File: config.mk
export PLATFORM = sky130hd
export DESIGN_NAME = exc_entry_ctrl
export DESIGN_NICKNAME = d
export VERILOG_FILES = /design/src/rtl/exc_pkg.sv /design/src/rtl/exc_prio_sel.sv /design/src/rtl/exc_bank_regs.sv /design/src/rtl/exc_status_ctrl.sv /design/src/rtl/exc_entry_ctrl.sv
export SDC_FILE = /design/constraint.sdc
export NUM_CORES = 1
export LEC_CHECK = 0
export BUFFER_PORTS_ARGS = -buffer_cell sky130_fd_sc_hd__buf_2
export CAP_MARGIN = 0
export CELL_PAD_IN_SITES_DETAIL_PLACEMENT = 0
export CELL_PAD_IN_SITES_GLOBAL_PLACEMENT = 2
export CORE_MARGIN = 5
export CORE_UTILIZATION = 35
export DETAILED_ROUTE_END_ITERATION = 8
export PLACE_DENSITY = 0.88
export SETUP_SLACK_MARGIN = 0.5
export SLEW_MARGIN = 20
export SYNTH_ARGS = -nofsm -noshare
export SYNTH_HDL_FRONTEND = slang
export SYNTH_SLANG_ARGS = --single-unit
File: constraint.sdc
create_clock -name clk_i -period 8.3 [get_ports clk_i]
set_input_delay 1.66 -clock clk_i [delete_from_list [all_inputs] [get_ports clk_i]]
set_output_delay 1.66 -clock clk_i [all_outputs]
set_load 0.005 [all_outputs]
File: src/rtl/exc_pkg.sv
`timescale 1ns/1ps
package exc_pkg;
  localparam int unsigned NUM_SRC  = 7;
  localparam int unsigned ID_W     = 3;
  localparam int unsigned NUM_BANK = 5;
  localparam int unsigned BANK_W   = $clog2(NUM_BANK);
  localparam int unsigned STATUS_W = 8;

  localparam logic [ID_W-1:0] ID_RST  = 3'd0;
  localparam logic [ID_W-1:0] ID_DABT = 3'd1;
  localparam logic [ID_W-1:0] ID_FIQ  = 3'd2;
  localparam logic [ID_W-1:0] ID_IRQ  = 3'd3;
  localparam logic [ID_W-1:0] ID_PABT = 3'd4;
  localparam logic [ID_W-1:0] ID_UND  = 3'd5;
  localparam logic [ID_W-1:0] ID_SWI  = 3'd6;

  localparam logic [4:0] MODE_USR = 5'b10000;
  localparam logic [4:0] MODE_FIQ = 5'b10001;
  localparam logic [4:0] MODE_IRQ = 5'b10010;
  localparam logic [4:0] MODE_SVC = 5'b10011;
  localparam logic [4:0] MODE_ABT = 5'b10111;
  localparam logic [4:0] MODE_UND = 5'b11011;

  typedef struct packed {
    logic       irq_dis;
    logic       fiq_dis;
    logic       rsvd;
    logic [4:0] mode;
  } status_t;

  function automatic logic [4:0] exc_mode(logic [ID_W-1:0] id);
    case (id)
      ID_DABT, ID_PABT: return MODE_ABT;
      ID_FIQ:           return MODE_FIQ;
      ID_IRQ:           return MODE_IRQ;
      ID_UND:           return MODE_UND;
      default:          return MODE_SVC;
    endcase
  endfunction

  function automatic logic [7:0] exc_vec_ofs(logic [ID_W-1:0] id);
    case (id)
      ID_UND:  return 8'h04;
      ID_SWI:  return 8'h08;
      ID_PABT: return 8'h0C;
      ID_DABT: return 8'h10;
      ID_IRQ:  return 8'h18;
      ID_FIQ:  return 8'h1C;
      default: return 8'h00;
    endcase
  endfunction

  function automatic logic is_priv(logic [4:0] mode);
    case (mode)
      MODE_FIQ, MODE_IRQ, MODE_SVC, MODE_ABT, MODE_UND: return 1'b1;
      default: return 1'b0;
    endcase
  endfunction

  function automatic logic [BANK_W-1:0] mode_bank(logic [4:0] mode);
    case (mode)
      MODE_IRQ: return BANK_W'(1);
      MODE_SVC: return BANK_W'(2);
      MODE_ABT: return BANK_W'(3);
      MODE_UND: return BANK_W'(4);
      default:  return BANK_W'(0);
    endcase
  endfunction
endpackage

File: src/rtl/exc_prio_sel.sv
`timescale 1ns/1ps
module exc_prio_sel
  import exc_pkg::*;
(
  input  logic [NUM_SRC-1:0] req_i,
  input  logic               irq_dis_i,
  input  logic               fiq_dis_i,
  output logic               valid_o,
  output logic [ID_W-1:0]    id_o
);
  logic [NUM_SRC-1:0] elig;
  logic [NUM_SRC-1:0] first;

  always_comb begin
    elig         = req_i;
    elig[ID_FIQ] = req_i[ID_FIQ] & ~fiq_dis_i;
    elig[ID_IRQ] = req_i[ID_IRQ] & ~irq_dis_i;
  end

  // lowest index = highest priority
  for (genvar i = 0; i < NUM_SRC; i++) begin : g_pri
    if (i == 0) begin : g_top
      assign first[i] = elig[i];
    end else begin : g_rest
      assign first[i] = elig[i] & ~|elig[i-1:0];
    end
  end

  always_comb begin
    id_o = '0;
    for (int i = 0; i < NUM_SRC; i++) begin
      if (first[i]) id_o = ID_W'(i);
    end
  end

  assign valid_o = |elig;
endmodule

File: src/rtl/exc_bank_regs.sv
`timescale 1ns/1ps
module exc_bank_regs
  import exc_pkg::*;
#(
  parameter int unsigned AW = 32
) (
  input  logic                clk_i,
  input  logic                rst_ni,
  input  logic                wr_lr_i,
  input  logic                wr_spsr_i,
  input  logic [BANK_W-1:0]   wr_sel_i,
  input  logic [AW-1:0]       lr_d_i,
  input  logic [STATUS_W-1:0] spsr_d_i,
  input  logic [BANK_W-1:0]   rd_sel_i,
  output logic [AW-1:0]       lr_q_o,
  output logic [STATUS_W-1:0] spsr_q_o
);
  logic [AW-1:0]       lr_all   [NUM_BANK];
  logic [STATUS_W-1:0] spsr_all [NUM_BANK];

  for (genvar b = 0; b < NUM_BANK; b++) begin : g_bank
    logic [AW-1:0]       lr_q;
    logic [STATUS_W-1:0] spsr_q;
    logic                hit;

    assign hit = (wr_sel_i == BANK_W'(b));

    always_ff @(posedge clk_i or negedge rst_ni) begin
      if (!rst_ni) begin
        lr_q   <= '0;
        spsr_q <= '0;
      end else begin
        if (wr_lr_i && hit)   lr_q   <= lr_d_i;
        if (wr_spsr_i && hit) spsr_q <= spsr_d_i;
      end
    end

    assign lr_all[b]   = lr_q;
    assign spsr_all[b] = spsr_q;
  end

  logic rd_ok;
  assign rd_ok    = (32'(rd_sel_i) < NUM_BANK);
  assign lr_q_o   = rd_ok ? lr_all[rd_sel_i]   : '0;
  assign spsr_q_o = rd_ok ? spsr_all[rd_sel_i] : '0;
endmodule

File: src/rtl/exc_status_ctrl.sv
`timescale 1ns/1ps
module exc_status_ctrl
  import exc_pkg::*;
#(
  parameter int unsigned   AW               = 32,
  parameter logic [AW-1:0] VEC_BASE         = '0,
  parameter int unsigned   LR_OFS [NUM_SRC] = '{0, 8, 4, 4, 4, 4, 4}
) (
  input  logic                clk_i,
  input  logic                rst_ni,
  input  logic                sel_valid_i,
  input  logic [ID_W-1:0]     sel_id_i,
  input  logic                ret_req_i,
  input  logic [AW-1:0]       cur_pc_i,
  input  logic [AW-1:0]       lr_rd_i,
  input  logic [STATUS_W-1:0] spsr_rd_i,
  output status_t             status_o,
  output logic                bank_wr_lr_o,
  output logic                bank_wr_spsr_o,
  output logic [BANK_W-1:0]   bank_wr_sel_o,
  output logic [AW-1:0]       bank_lr_d_o,
  output logic [STATUS_W-1:0] bank_spsr_d_o,
  output logic                redirect_valid_o,
  output logic [AW-1:0]       redirect_pc_o,
  output logic                taken_o,
  output logic [ID_W-1:0]     taken_id_o
);
  localparam status_t ST_RST = '{irq_dis: 1'b0, fiq_dis: 1'b0, rsvd: 1'b0, mode: MODE_USR};

  logic [AW-1:0] ofs_tbl [NUM_SRC];
  for (genvar i = 0; i < NUM_SRC; i++) begin : g_ofs
    assign ofs_tbl[i] = AW'(LR_OFS[i]);
  end

  status_t       st_q, st_d;
  logic          do_exc, do_ret;
  logic [4:0]    tgt_mode;
  logic          rv_d, tk_d;
  logic [AW-1:0] rpc_d;
  logic [ID_W-1:0] tid_d;

  assign tgt_mode = exc_mode(sel_id_i);
  assign do_exc   = sel_valid_i;
  assign do_ret   = ret_req_i & ~sel_valid_i & is_priv(st_q.mode);

  always_comb begin
    st_d  = st_q;
    rv_d  = 1'b0;
    tk_d  = 1'b0;
    rpc_d = '0;
    tid_d = '0;
    if (do_exc) begin
      st_d.mode    = tgt_mode;
      st_d.irq_dis = 1'b1;
      st_d.fiq_dis = st_q.fiq_dis | (sel_id_i == ID_RST) | (sel_id_i == ID_FIQ);
      st_d.rsvd    = 1'b0;
      rv_d         = 1'b1;
      tk_d         = 1'b1;
      tid_d        = sel_id_i;
      rpc_d        = VEC_BASE + AW'(exc_vec_ofs(sel_id_i));
    end else if (do_ret) begin
      st_d         = status_t'(spsr_rd_i);
      st_d.irq_dis = 1'b0;
      rv_d         = 1'b1;
      rpc_d        = lr_rd_i;
    end
  end

  assign bank_wr_sel_o  = mode_bank(tgt_mode);
  assign bank_wr_spsr_o = do_exc;
  assign bank_wr_lr_o   = do_exc & (sel_id_i != ID_RST);
  assign bank_lr_d_o    = cur_pc_i + ofs_tbl[sel_id_i];
  assign bank_spsr_d_o  = st_q;

  always_ff @(posedge clk_i or negedge rst_ni) begin
    if (!rst_ni) begin
      st_q             <= ST_RST;
      redirect_valid_o <= 1'b0;
      redirect_pc_o    <= '0;
      taken_o          <= 1'b0;
      taken_id_o       <= '0;
    end else begin
      st_q             <= st_d;
      redirect_valid_o <= rv_d;
      redirect_pc_o    <= rpc_d;
      taken_o          <= tk_d;
      taken_id_o       <= tid_d;
    end
  end

  assign status_o = st_q;
endmodule

File: src/rtl/exc_entry_ctrl.sv
`timescale 1ns/1ps
module exc_entry_ctrl
  import exc_pkg::*;
#(
  parameter int unsigned   AW               = 32,
  parameter logic [AW-1:0] VEC_BASE         = '0,
  parameter int unsigned   LR_OFS [NUM_SRC] = '{0, 8, 4, 4, 4, 4, 4}
) (
  input  logic                clk_i,
  input  logic                rst_ni,
  input  logic [NUM_SRC-1:0]  exc_req_i,
  input  logic [AW-1:0]       cur_pc_i,
  input  logic                ret_req_i,
  output logic                redirect_valid_o,
  output logic [AW-1:0]       redirect_pc_o,
  output logic                taken_o,
  output logic [ID_W-1:0]     taken_id_o,
  output logic [STATUS_W-1:0] status_o,
  output logic [AW-1:0]       lr_o,
  output logic [STATUS_W-1:0] spsr_o
);
  status_t             status;
  logic                sel_valid;
  logic [ID_W-1:0]     sel_id;
  logic                wr_lr, wr_spsr;
  logic [BANK_W-1:0]   wr_sel, rd_sel;
  logic [AW-1:0]       lr_d, lr_rd;
  logic [STATUS_W-1:0] spsr_d, spsr_rd;
  logic                priv;

  exc_prio_sel u_sel (
    .req_i     (exc_req_i),
    .irq_dis_i (status.irq_dis),
    .fiq_dis_i (status.fiq_dis),
    .valid_o   (sel_valid),
    .id_o      (sel_id)
  );

  exc_status_ctrl #(
    .AW       (AW),
    .VEC_BASE (VEC_BASE),
    .LR_OFS   (LR_OFS)
  ) u_ctrl (
    .clk_i            (clk_i),
    .rst_ni           (rst_ni),
    .sel_valid_i      (sel_valid),
    .sel_id_i         (sel_id),
    .ret_req_i        (ret_req_i),
    .cur_pc_i         (cur_pc_i),
    .lr_rd_i          (lr_rd),
    .spsr_rd_i        (spsr_rd),
    .status_o         (status),
    .bank_wr_lr_o     (wr_lr),
    .bank_wr_spsr_o   (wr_spsr),
    .bank_wr_sel_o    (wr_sel),
    .bank_lr_d_o      (lr_d),
    .bank_spsr_d_o    (spsr_d),
    .redirect_valid_o (redirect_valid_o),
    .redirect_pc_o    (redirect_pc_o),
    .taken_o          (taken_o),
    .taken_id_o       (taken_id_o)
  );

  assign rd_sel = mode_bank(status.mode);
  assign priv   = is_priv(status.mode);

  exc_bank_regs #(.AW(AW)) u_bank (
    .clk_i     (clk_i),
    .rst_ni    (rst_ni),
    .wr_lr_i   (wr_lr),
    .wr_spsr_i (wr_spsr),
    .wr_sel_i  (wr_sel),
    .lr_d_i    (lr_d),
    .spsr_d_i  (spsr_d),
    .rd_sel_i  (rd_sel),
    .lr_q_o    (lr_rd),
    .spsr_q_o  (spsr_rd)
  );

  assign status_o = status;
  assign lr_o     = priv ? lr_rd   : '0;
  assign spsr_o   = priv ? spsr_rd : '0;
endmodule

### Yosys cells after proc, flatten, opt, wreduce, memory -nomap -nowiden

Memories as Yosys holds them, arrays and structs flattened.
Index checks and enable logic that the tools add are counted.

* memory bits (read-only): 256
* flip-flop bits (word level): 245
* output and inout bits: 85
* bits of input ports: 42
* word-level logic and storage cells: 119
* memories: 1

* mux-type cells: 31
* bitwise logic cells: 18
* order comparisons: 3
* equality and inequality tests: 19
* reductions and logical operators: 28
* $add $sub $neg: 1

Memory list
* (no name shown): depth 8, width 32, read ports 1, clocked after Yosys merged registers in 0, wr ports 0, line exc_status_ctrl.sv:72 `assign bank_lr_d_o = cur_pc_i + ofs_tbl[sel_id_i];`

Operator list (count)
* two-way mux 32 bit: 8
* binary-select mux 32 bit (select 3 bit): 1
* two-way mux 8 bit: 6
* == test 5 bit (second input constant): 9
* adder 32 bit: 1
* case mux 5 bit (6 select lines): 1
* binary-select mux 8 bit (select 3 bit): 1
* case mux 3 bit (4 select lines): 2
* two-way mux 3 bit: 6
* case mux 4 bit (4 select lines): 1
* == test 3 x 2 -> 1 bit (second input constant): 4
* == test 3 bit (second input constant): 4
* AND 1 bit: 11
* logical AND 1 bit: 10
* OR reduction 5 bit: 2
* >= comparator 4 bit (second input constant): 2
* NOT 3 -> 4 bit: 2
* OR reduction 7 bit: 1
* == test 3 x 1 -> 1 bit (second input constant): 2
* zero test 1 bit: 6
* zero test 3 bit: 2
* OR reduction 6 bit: 1
* two-way mux 1 bit: 5
* OR reduction 2 bit: 2
* other kinds (7): 10

### Depth between registers and ports, before layout

Gate-level depths: netlist of the first run.

* depth in word-level cells: 16
* mapped depth: 11
* depth with buffers taken out: 9

### Hierarchy

From an unflattened synthesis of the first run, not the netlist that was laid out.

* cells, all modules: 930
* area total of the unflattened synthesis: 12204.2 µm²

Modules (own cells, without submodules)
* exc_bank_regs: instances 1, sequential area each 5004.8 µm², cells each 620, area each 9268.9 µm²
* exc_status_ctrl: instances 1, sequential area each 1127.3 µm², cells each 240, area each 2468.6 µm²
* exc_entry_ctrl: instances 1, sequential area each 0.0 µm², cells each 57, area each 379.1 µm²
* exc_prio_sel: instances 1, sequential area each 0.0 µm², cells each 13, area each 87.6 µm²

### Least setup slack after synthesis of the first run

Ideal clock, no wire load.

* path kind: input to register
* from: in exc_req_i[1]
* to: reg u_bank.g_bank[1].lr_q[26]
* setup time: 135 ps
* stages: 11
* data arrival time: 4137 ps
* slack: 4028 ps
* required time: 8165 ps
* buffers on the path: 2
* cell sequence: or2_2 clkbuf_1 a31oi_1 ha_1 inv_1 fa_1 or3b_2 clkbuf_1 nor4_1 xnor2_1 o21ai_0

* longest elaborated chain between the ends: 15
* elaborated cells between the ends (all ways): 44

Ends and longest elaborated chain
* start: declaration: line exc_entry_ctrl.sv:11 `input logic [NUM_SRC-1:0] exc_req_i,`
* parallel branches: the longest is 15 deep, another holds memory (8 x 32 bit)
* end signal: assignment: line exc_bank_regs.sv:33 `if (wr_lr_i && hit) lr_q <= lr_d_i;`
* end: declaration: line exc_bank_regs.sv:22 `logic [AW-1:0] lr_q;`

Parallel ways; which one is timed is not known. The select of a mux whose other input is x is not followed.
A chain may end at the register's enable or synchronous reset.

### Final worst setup path of the first run

* from: reg u_ctrl.st_q (netlist bit u_ctrl.bank_spsr_d_o[0])
* to: out lr_o[15]

* longest elaborated chain between the ends: 8
* elaborated cells between the ends (all ways): 15

Ends and longest elaborated chain
* start: declaration: line exc_status_ctrl.sv:35 `status_t st_q, st_d;`
* start signal: assignment: line exc_status_ctrl.sv:83 `st_q <= st_d;`
* == test 5 bit: line exc_pkg.sv:54, exc_pkg.sv:61
* case mux 3 bit (4 select lines): line exc_pkg.sv:61 `case (mode)`
* NOT 3 -> 4 bit (not written as such): line exc_bank_regs.sv:44 `assign lr_q_o = rd_ok ? lr_all[rd_sel_i] : '0;`
* binary-select mux 32 bit (select 3 bit): line exc_bank_regs.sv:44
* two-way mux 32 bit (not written as such) (2 in a row): line exc_bank_regs.sv:44
* two-way mux 32 bit: line exc_bank_regs.sv:44
* two-way mux 32 bit *: line exc_entry_ctrl.sv:81 `assign lr_o = priv ? lr_rd : '0;`
* end: declaration: line exc_entry_ctrl.sv:19 `output logic [AW-1:0] lr_o,`

Mark *: on every way between the ends. The rest lies on a longest branch, timed or not. The select of a mux whose other input is x is not followed.

==> results.json, run 1 <==
{
  "setup_viol": 0,
  "design_area_sq_um": 13100,
  "p_leak_nw": 6.17,
  "crit_chain": "nand2b_1 > nor2_4 > buf_4 > nor2_2 > buf_4 > a22o_1 > buf_2",
  "fin_skew_ps": 7.75,
  "ys_top_cells_by_count": "nand2_1, dfrtp_1, o21ai_0",
  "slew_headroom_pct": 33.1,
  "drive_gt1_share_pct": 16.4,
  "cts_tree": "yes",
  "row_count": 65,
  "clkLatencyLatePin_ps": 530,
  "p_switching_uw": 820,
  "die_h_microns": 190,
  "worstHoldStart": "u_bank.g_bank[2].lr_q[23]",
  "ys.flop_type": "dfrtp_1",
  "pwr-share-clk_pct": 39.6,
  "status": "finished, final reports clean",
  "p_per_area_nw_per_um2": 232,
  "switching_share_pct": 26.9,
  "finalCritPeriodShare_pct": 67.8,
  "pwr-share-comb_pct": 14.5,
  "ant_nets": 0,
  "postCtsSetupBuffers": 0,
  "ys_ff_latch": 245,
  "synthTopCellsByArea": "dfrtp_1, nand2_1, o21ai_0",
  "coreArea_sq_um": 31700,
  "regToRegSetupSlack_ps": 4420,
  "cap_violations": 0,
  "routabilityCongestion": 0.787,
  "num_vias": 9059,
  "reg2regPathDepth": 6,
  "synth_most_common_cell": "nand2_1",
  "place_ws_ps": 3160,
  "cp_slowest_cell": "dfrtp_1",
  "synthCells": 1221,
  "finalHoldViolCount": 0,
  "fmax_mhz": 178,
  "drt_iter0_drc": 526,
  "criticalPathCategory": "flop to primary output",
  "gr-total-overflow": 0,
  "worst_slack_ps": 2670,
  "cts_hold_buf": 0,
  "yosysSeqAreaShare_pct": 54.1,
  "vdd_drop_max_uv": 168,
  "yosys_warnings": 0,
  "die-area_sq_um": 36100,
  "dr.pass1.iters": 4,
  "ioPinCount": 127,
  "r2r_start": "u_ctrl.bank_spsr_d_o[0]",
  "clkSinkCount": 245,
  "min_to": "u_bank.g_bank[2].lr_q[23]",
  "place.port_buffers": 126,
  "synth_area_sq_um": 11300,
  "cts_root_buf": "clkbuf_16",
  "yosysUniqueCellTypes": 56,
  "die_w_microns": 190,
  "drc_errors": 0,
  "start_util_pct": 35.7,
  "cts_buffers": 27,
  "cp_data_arrival_time_ps": 3970,
  "totalPowerFinal_mw": 3.05,
  "worst_slew_pin_slew_ps": 1000,
  "min_period_ps": 5630,
  "min_path_cells": 2,
  "synth_nets": 1266,
  "rsz0062_at_grt": "no",
  "setup_tns_ps": 0,
  "fin_nets": 1342,
  "p_int_mw": 2.23,
  "slew_violations": 0,
  "start_kind": "flop",
  "routed_wl_microns": 33600,
  "h-tree-depth": 1,
  "crit_top_cell": "buf_4",
  "grt_pass1_vias": 9038,
  "required_ps": 6640,
  "hold_path_class": "flop to flop",
  "gr-usage-all-layers_pct": 18.4,
  "rr_endpoint": "u_ctrl.redirect_pc_o[26]",
  "endpoint_kind": "primary output",
  "syn_to_final_growth_pct": 15.9,
  "grt_pass1_wl_microns": 53100,
  "syn_avg_cell_area_sq_um": 9.27,
  "grt_max_degree": 87,
  "synth_top_area_share_pct": 53.9,
  "max_stage_delay_ps": 930,
  "synth_edf_count": 0,
  "post-dp-hpwl_microns": 20700,
  "critPathMaxFanout": 30,
  "antenna_found_initial": 2,
  "p_seq_share_pct": 45.9,
  "synth_area_leader_cell": "dfrtp_1",
  "dpl_cell_area_sq_um": 12200,
  "post_drt_wl_per_cell_microns": 19.5,
  "async_flop_share_pct": 100,
  "path_clk_slew_ps": 60,
  "cts.path.max_buffers": 3,
  "via_per_inst": 5.27,
  "cts-resized-gates": 0
}
==> metrics by stage <==
stage          cells  utilization, %  hold WS [ps]
2_1_floorplan   1221               -           438
3_3_place_gp    1670            38.5           450
3_5_place_dp    1670            38.5           457
4_1_cts         1718            41.3           471
5_1_grt         1719            41.4           492
6_report        1719            41.4           470
==> worst max-delay path: cells and delay by family (launching register included) <==
family                 cells  cell delay [ps]
AO/OA/AOI/OAI              1              270
buffers and inverters      3              910
flip-flops                 1              930
AND/OR/NAND/NOR            3             1260
==> cell type report <==
| class | count | area (sq um) |
|---|---|---|
| inverter | 15 | 56.3 |
| fill | 3168 | 18600 |
| clock buffer | 42 | 812 |
| tap | 402 | 503 |
| sequential | 245 | 6130 |
| multi-input combinational | 867 | 4770 |
| timing repair buffer | 141 | 761 |
| antenna | 1 | 2.50 |
| clock inverter | 6 | 80.1 |
==> cell usage in the layout, fill, tap and decap left out, drive strengths merged, types with 5 or more instances in the layout <==
| cell | count |
|---|---|
| a211oi | 35 |
| a21oi | 45 |
| a22o | 59 |
| a31oi | 33 |
| and2 | 34 |
| and4 | 5 |
| buf | 141 |
| clkbuf | 42 |
| dfrtp | 244 |
| inv | 15 |
| mux2 | 11 |
| mux2i | 10 |
| nand2 | 304 |
| nand2b | 6 |
| nand3 | 14 |
| nand4 | 5 |
| nor2 | 61 |
| nor2b | 6 |
| nor3 | 16 |
| nor4 | 7 |
| o21ai | 140 |
| or3b | 5 |
| or4 | 5 |
| xnor2 | 26 |
==> how the worst max path moves through the flow <==
stage	cells after the start	startpoint	slack [ps]	endpoint
after floorplan	11	exc_req_i[1]	4030	u_bank.g_bank[1].lr_q[26]
after detailed placement	7	u_ctrl.bank_spsr_d_o[0]	3160	lr_o[15]
final	7	u_ctrl.bank_spsr_d_o[0]	2670	lr_o[15]
after global routing	7	u_ctrl.bank_spsr_d_o[0]	2390	lr_o[15]
after global placement	7	u_ctrl.bank_spsr_d_o[0]	3260	lr_o[17]
after CTS	7	u_ctrl.bank_spsr_d_o[0]	2580	lr_o[15]
==> state kept, by name (all words and copies together) (netlist names) <==
name	count
u_ctrl.bank_spsr_d_o	8
u_bank.g_bank.lr_q	160
u_bank.g_bank.spsr_q	40
u_ctrl.taken_o	1
u_ctrl.redirect_valid_o	1
u_ctrl.redirect_pc_o	32
u_ctrl.taken_id_o	3
==> power groups by stage <==
stage | clock, mW | sequential [mW] | combinational, mW
2_1_floorplan | 0 | 1.39 | 0.285
6_report | 1.21 | 1.40 | 0.442
5_1_grt | 1.29 | 1.42 | 0.506
4_1_cts | 1.24 | 1.40 | 0.451
3_5_place_dp | 0 | 1.42 | 0.449
3_3_place_gp | 0 | 1.42 | 0.442
==> layer usage <==
layer	wire length (microns)	vias to the layer above	GRT usage, %	share of wire [%]
met5	11	-	0	0.033
met4	760	2	4.51	2.3
met3	1550	41	3.05	4.6
met2	15300	205	29.6	46
met1	15900	4439	26.2	47
li1	-	4372	-	-
==> cell families after synthesis <==
group / Yosys count / synth area share, %
adder cells (fa/ha/maj): 3 / 0.398
flip-flops: 245 / 54.1
AO/OA/AOI/OAI: 337 / 18.6
buffers and inverters: 109 / 4.11
XOR/XNOR: 27 / 2.09
AND/OR/NAND/NOR: 479 / 18.7
multiplexers: 21 / 1.98
(Power assumes the default switching activity.)
==> run 2, diff against run 1 <==
--- a/config.mk
+++ b/config.mk
@@ -10,9 +10,9 @@
 export CELL_PAD_IN_SITES_DETAIL_PLACEMENT = 0
 export CELL_PAD_IN_SITES_GLOBAL_PLACEMENT = 2
 export CORE_MARGIN = 5
-export CORE_UTILIZATION = 35
+export CORE_UTILIZATION = 33
 export DETAILED_ROUTE_END_ITERATION = 8
-export PLACE_DENSITY = 0.88
+export PLACE_DENSITY = 0.87
 export SETUP_SLACK_MARGIN = 0.5
 export SLEW_MARGIN = 20
 export SYNTH_ARGS = -nofsm -noshare
==> constraint.sdc (replaced) <==
create_clock -name clk_i -period 4.67 [get_ports clk_i]
set_input_delay 0.934 -clock clk_i [delete_from_list [all_inputs] [get_ports clk_i]]
set_output_delay 0.934 -clock clk_i [all_outputs]
set_load 0.005 [all_outputs]
==> results.json, run 2 (synthesized netlist as in run 1, its figures left out) <==
{
  "status": "finished, final reports clean",
  "layout_common_cells": "nand2_1, dfrtp_1, o21ai_0",
  "dr.pass1.iters": 5,
  "setup_tns_ps": 0,
  "h-tree-depth": 1,
  "cts.path.max_buffers": 3,
  "p_leak_nw": 6.25,
  "finalCritPeriodShare_pct": 85.8,
  "grt_max_degree": 115,
  "antenna_cells": 0,
  "fin_skew_ps": 6.93,
  "path_delay_family": "simple AND/OR/NAND/NOR gates",
  "die_h_microns": 195,
  "drt_iter0_drc": 591,
  "multi_input_area_sq_um": 4770,
  "gr-total-overflow": 0,
  "required_ps": 3740,
  "ant_nets": 0,
  "place_ws_ps": 703,
  "drc_errors": 0,
  "post-dp-hpwl_microns": 21700,
  "gr-usage-all-layers_pct": 17.9,
  "routabilityCongestion": 0.788,
  "worst_slack_ps": 664,
  "endpoint_kind": "primary output",
  "postCtsSetupBuffers": 0,
  "start_util_pct": 33.6,
  "worst_slew_pin_slew_ps": 966,
  "antenna_found_initial": 1,
  "p_per_area_nw_per_um2": 405,
  "cts_buffers": 28,
  "layout_commonest_cell": "nand2_1",
  "die_w_microns": 195,
  "cp_slowest_cell": "dfstp_2",
  "slew_headroom_pct": 35.3,
  "critPathMaxFanout": 30,
  "crit_chain": "and3b_1 > and3_4 > buf_12 > a21oi_1 > a22oi_1 > nor2_1 > buf_2",
  "grt_pass1_vias": 9380,
  "finalHoldViolCount": 0,
  "dpl_cell_area_sq_um": 12500,
  "min_period_ps": 4010,
  "top_regs": "u_bank.g_bank.lr_q (160), u_bank.g_bank.spsr_q (40), u_ctrl.redirect_pc_o (32)",
  "fmax_mhz": 250,
  "routed_wl_microns": 34200,
  "cts_root_buf": "clkbuf_16",
  "largest_reg_flops": 160,
  "place.port_buffers": 126,
  "num_vias": 9177,
  "cp.buffers_inverters": 2,
  "slew_violations": 0,
  "criticalPathCategory": "flop to primary output",
  "holdWs_ps": 466,
  "final_util_pct": 39.6,
  "design_area_sq_um": 13300,
  "fin_nets": 1357,
  "syn_to_final_growth_pct": 17.8,
  "row_count": 67,
  "post_drt_wl_per_cell_microns": 19.2,
  "clkLatencyLatePin_ps": 540,
  "hold_path_class": "flop to flop",
  "setup_viol": 0,
  "path_clk_slew_ps": 60,
  "cts_tree": "yes",
  "rsz0062_at_grt": "no",
  "via_per_inst": 5.16,
  "fillers": 3436,
  "regToRegSetupSlack_ps": 1240,
  "regArea_sq_um": 6130,
  "cp_data_arrival_time_ps": 3070,
  "max_stage_delay_ps": 670,
  "drive_gt1_share_pct": 17.1,
  "clkSinkCount": 245,
  "ioPinCount": 127,
  "vdd_drop_max_uv": 274,
  "cap_violations": 0,
  "coreArea_sq_um": 33700,
  "start_kind": "flop",
  "top_register": "u_bank.g_bank.lr_q",
  "grt_pass1_wl_microns": 55100,
  "die-area_sq_um": 38100
}
==> run 2: cell count changes in the layout (fill, tap and decap cells not counted), sizes merged <==
cell,delta
diode,-1
clkinv,-3
bufinv,-2
buf,+14
clkbuf,+6
==> run 2: worst paths after layout <==
kind,startpoint,to,cells after the start
worst max-delay path,u_ctrl.bank_spsr_d_o[4],lr_o[4],7
worst min-delay path,u_bank.g_bank[3].spsr_q[5],u_bank.g_bank[3].spsr_q[5],2
worst max register to register,u_ctrl.bank_spsr_d_o[7],u_bank.g_bank[4].lr_q[30],9
worst min register to register,u_bank.g_bank[3].spsr_q[5],u_bank.g_bank[3].spsr_q[5],2
max in group asynchronous,rst_ni,u_ctrl.bank_spsr_d_o[4],2
min in group asynchronous,rst_ni,u_ctrl.bank_spsr_d_o[5],1
==> run 2: power by group <==
part	total (mW)	leakage [nW]	internal, mW	switching [mW]
combinational	0.808	2.69	0.334	0.475
sequential	2.48	3.13	2.35	0.131
clock	2.11	0.432	1.26	0.856
total	5.40	6.25	3.94	1.46
==> run 2: metal layers <==
layer	routed length (microns)	GRT usage, %
met2	15700	28.4
met3	1610	2.58
met1	16200	26.2
met5	11	0
met4	625	3.67
==> run 2: final cells by class <==
| cell class | count | area share (%) |
|---|---|---|
| clock inverter | 1 | 0.0375 |
| clock buffer | 48 | 6.57 |
| sequential | 245 | 46.0 |
| multi-input combinational | 867 | 35.8 |
| inverter | 15 | 0.422 |
| tap | 448 | 4.20 |
| timing repair buffer | 155 | 7.02 |
==> run 2: what timing repair did <==
| item | CTS | global route |
|---|---|---|
| gates cloned | 0 | 0 |
| setup endpoints to repair | 14 | 1 |
| resized for setup | 2 | 1 |
| hold buffers | 0 | 0 |
==> run 2: per-stage QoR <==
step	total power, mW	std cells
after floorplan	2.99	1221
after global placement	3.32	1730
after detailed placement	3.34	1730
after CTS	5.48	1779
after global routing	5.70	1779
final	5.40	1779
==> run 2: worst reg2reg max path, delay by kind of cell (launching register included) <==
family	cells	cell delay, ps
buf+inv	1	60
simple gates	3	1360
fa+ha+maj	2	630
flops	1	520
compound gates	2	420
xor+xnor	1	280
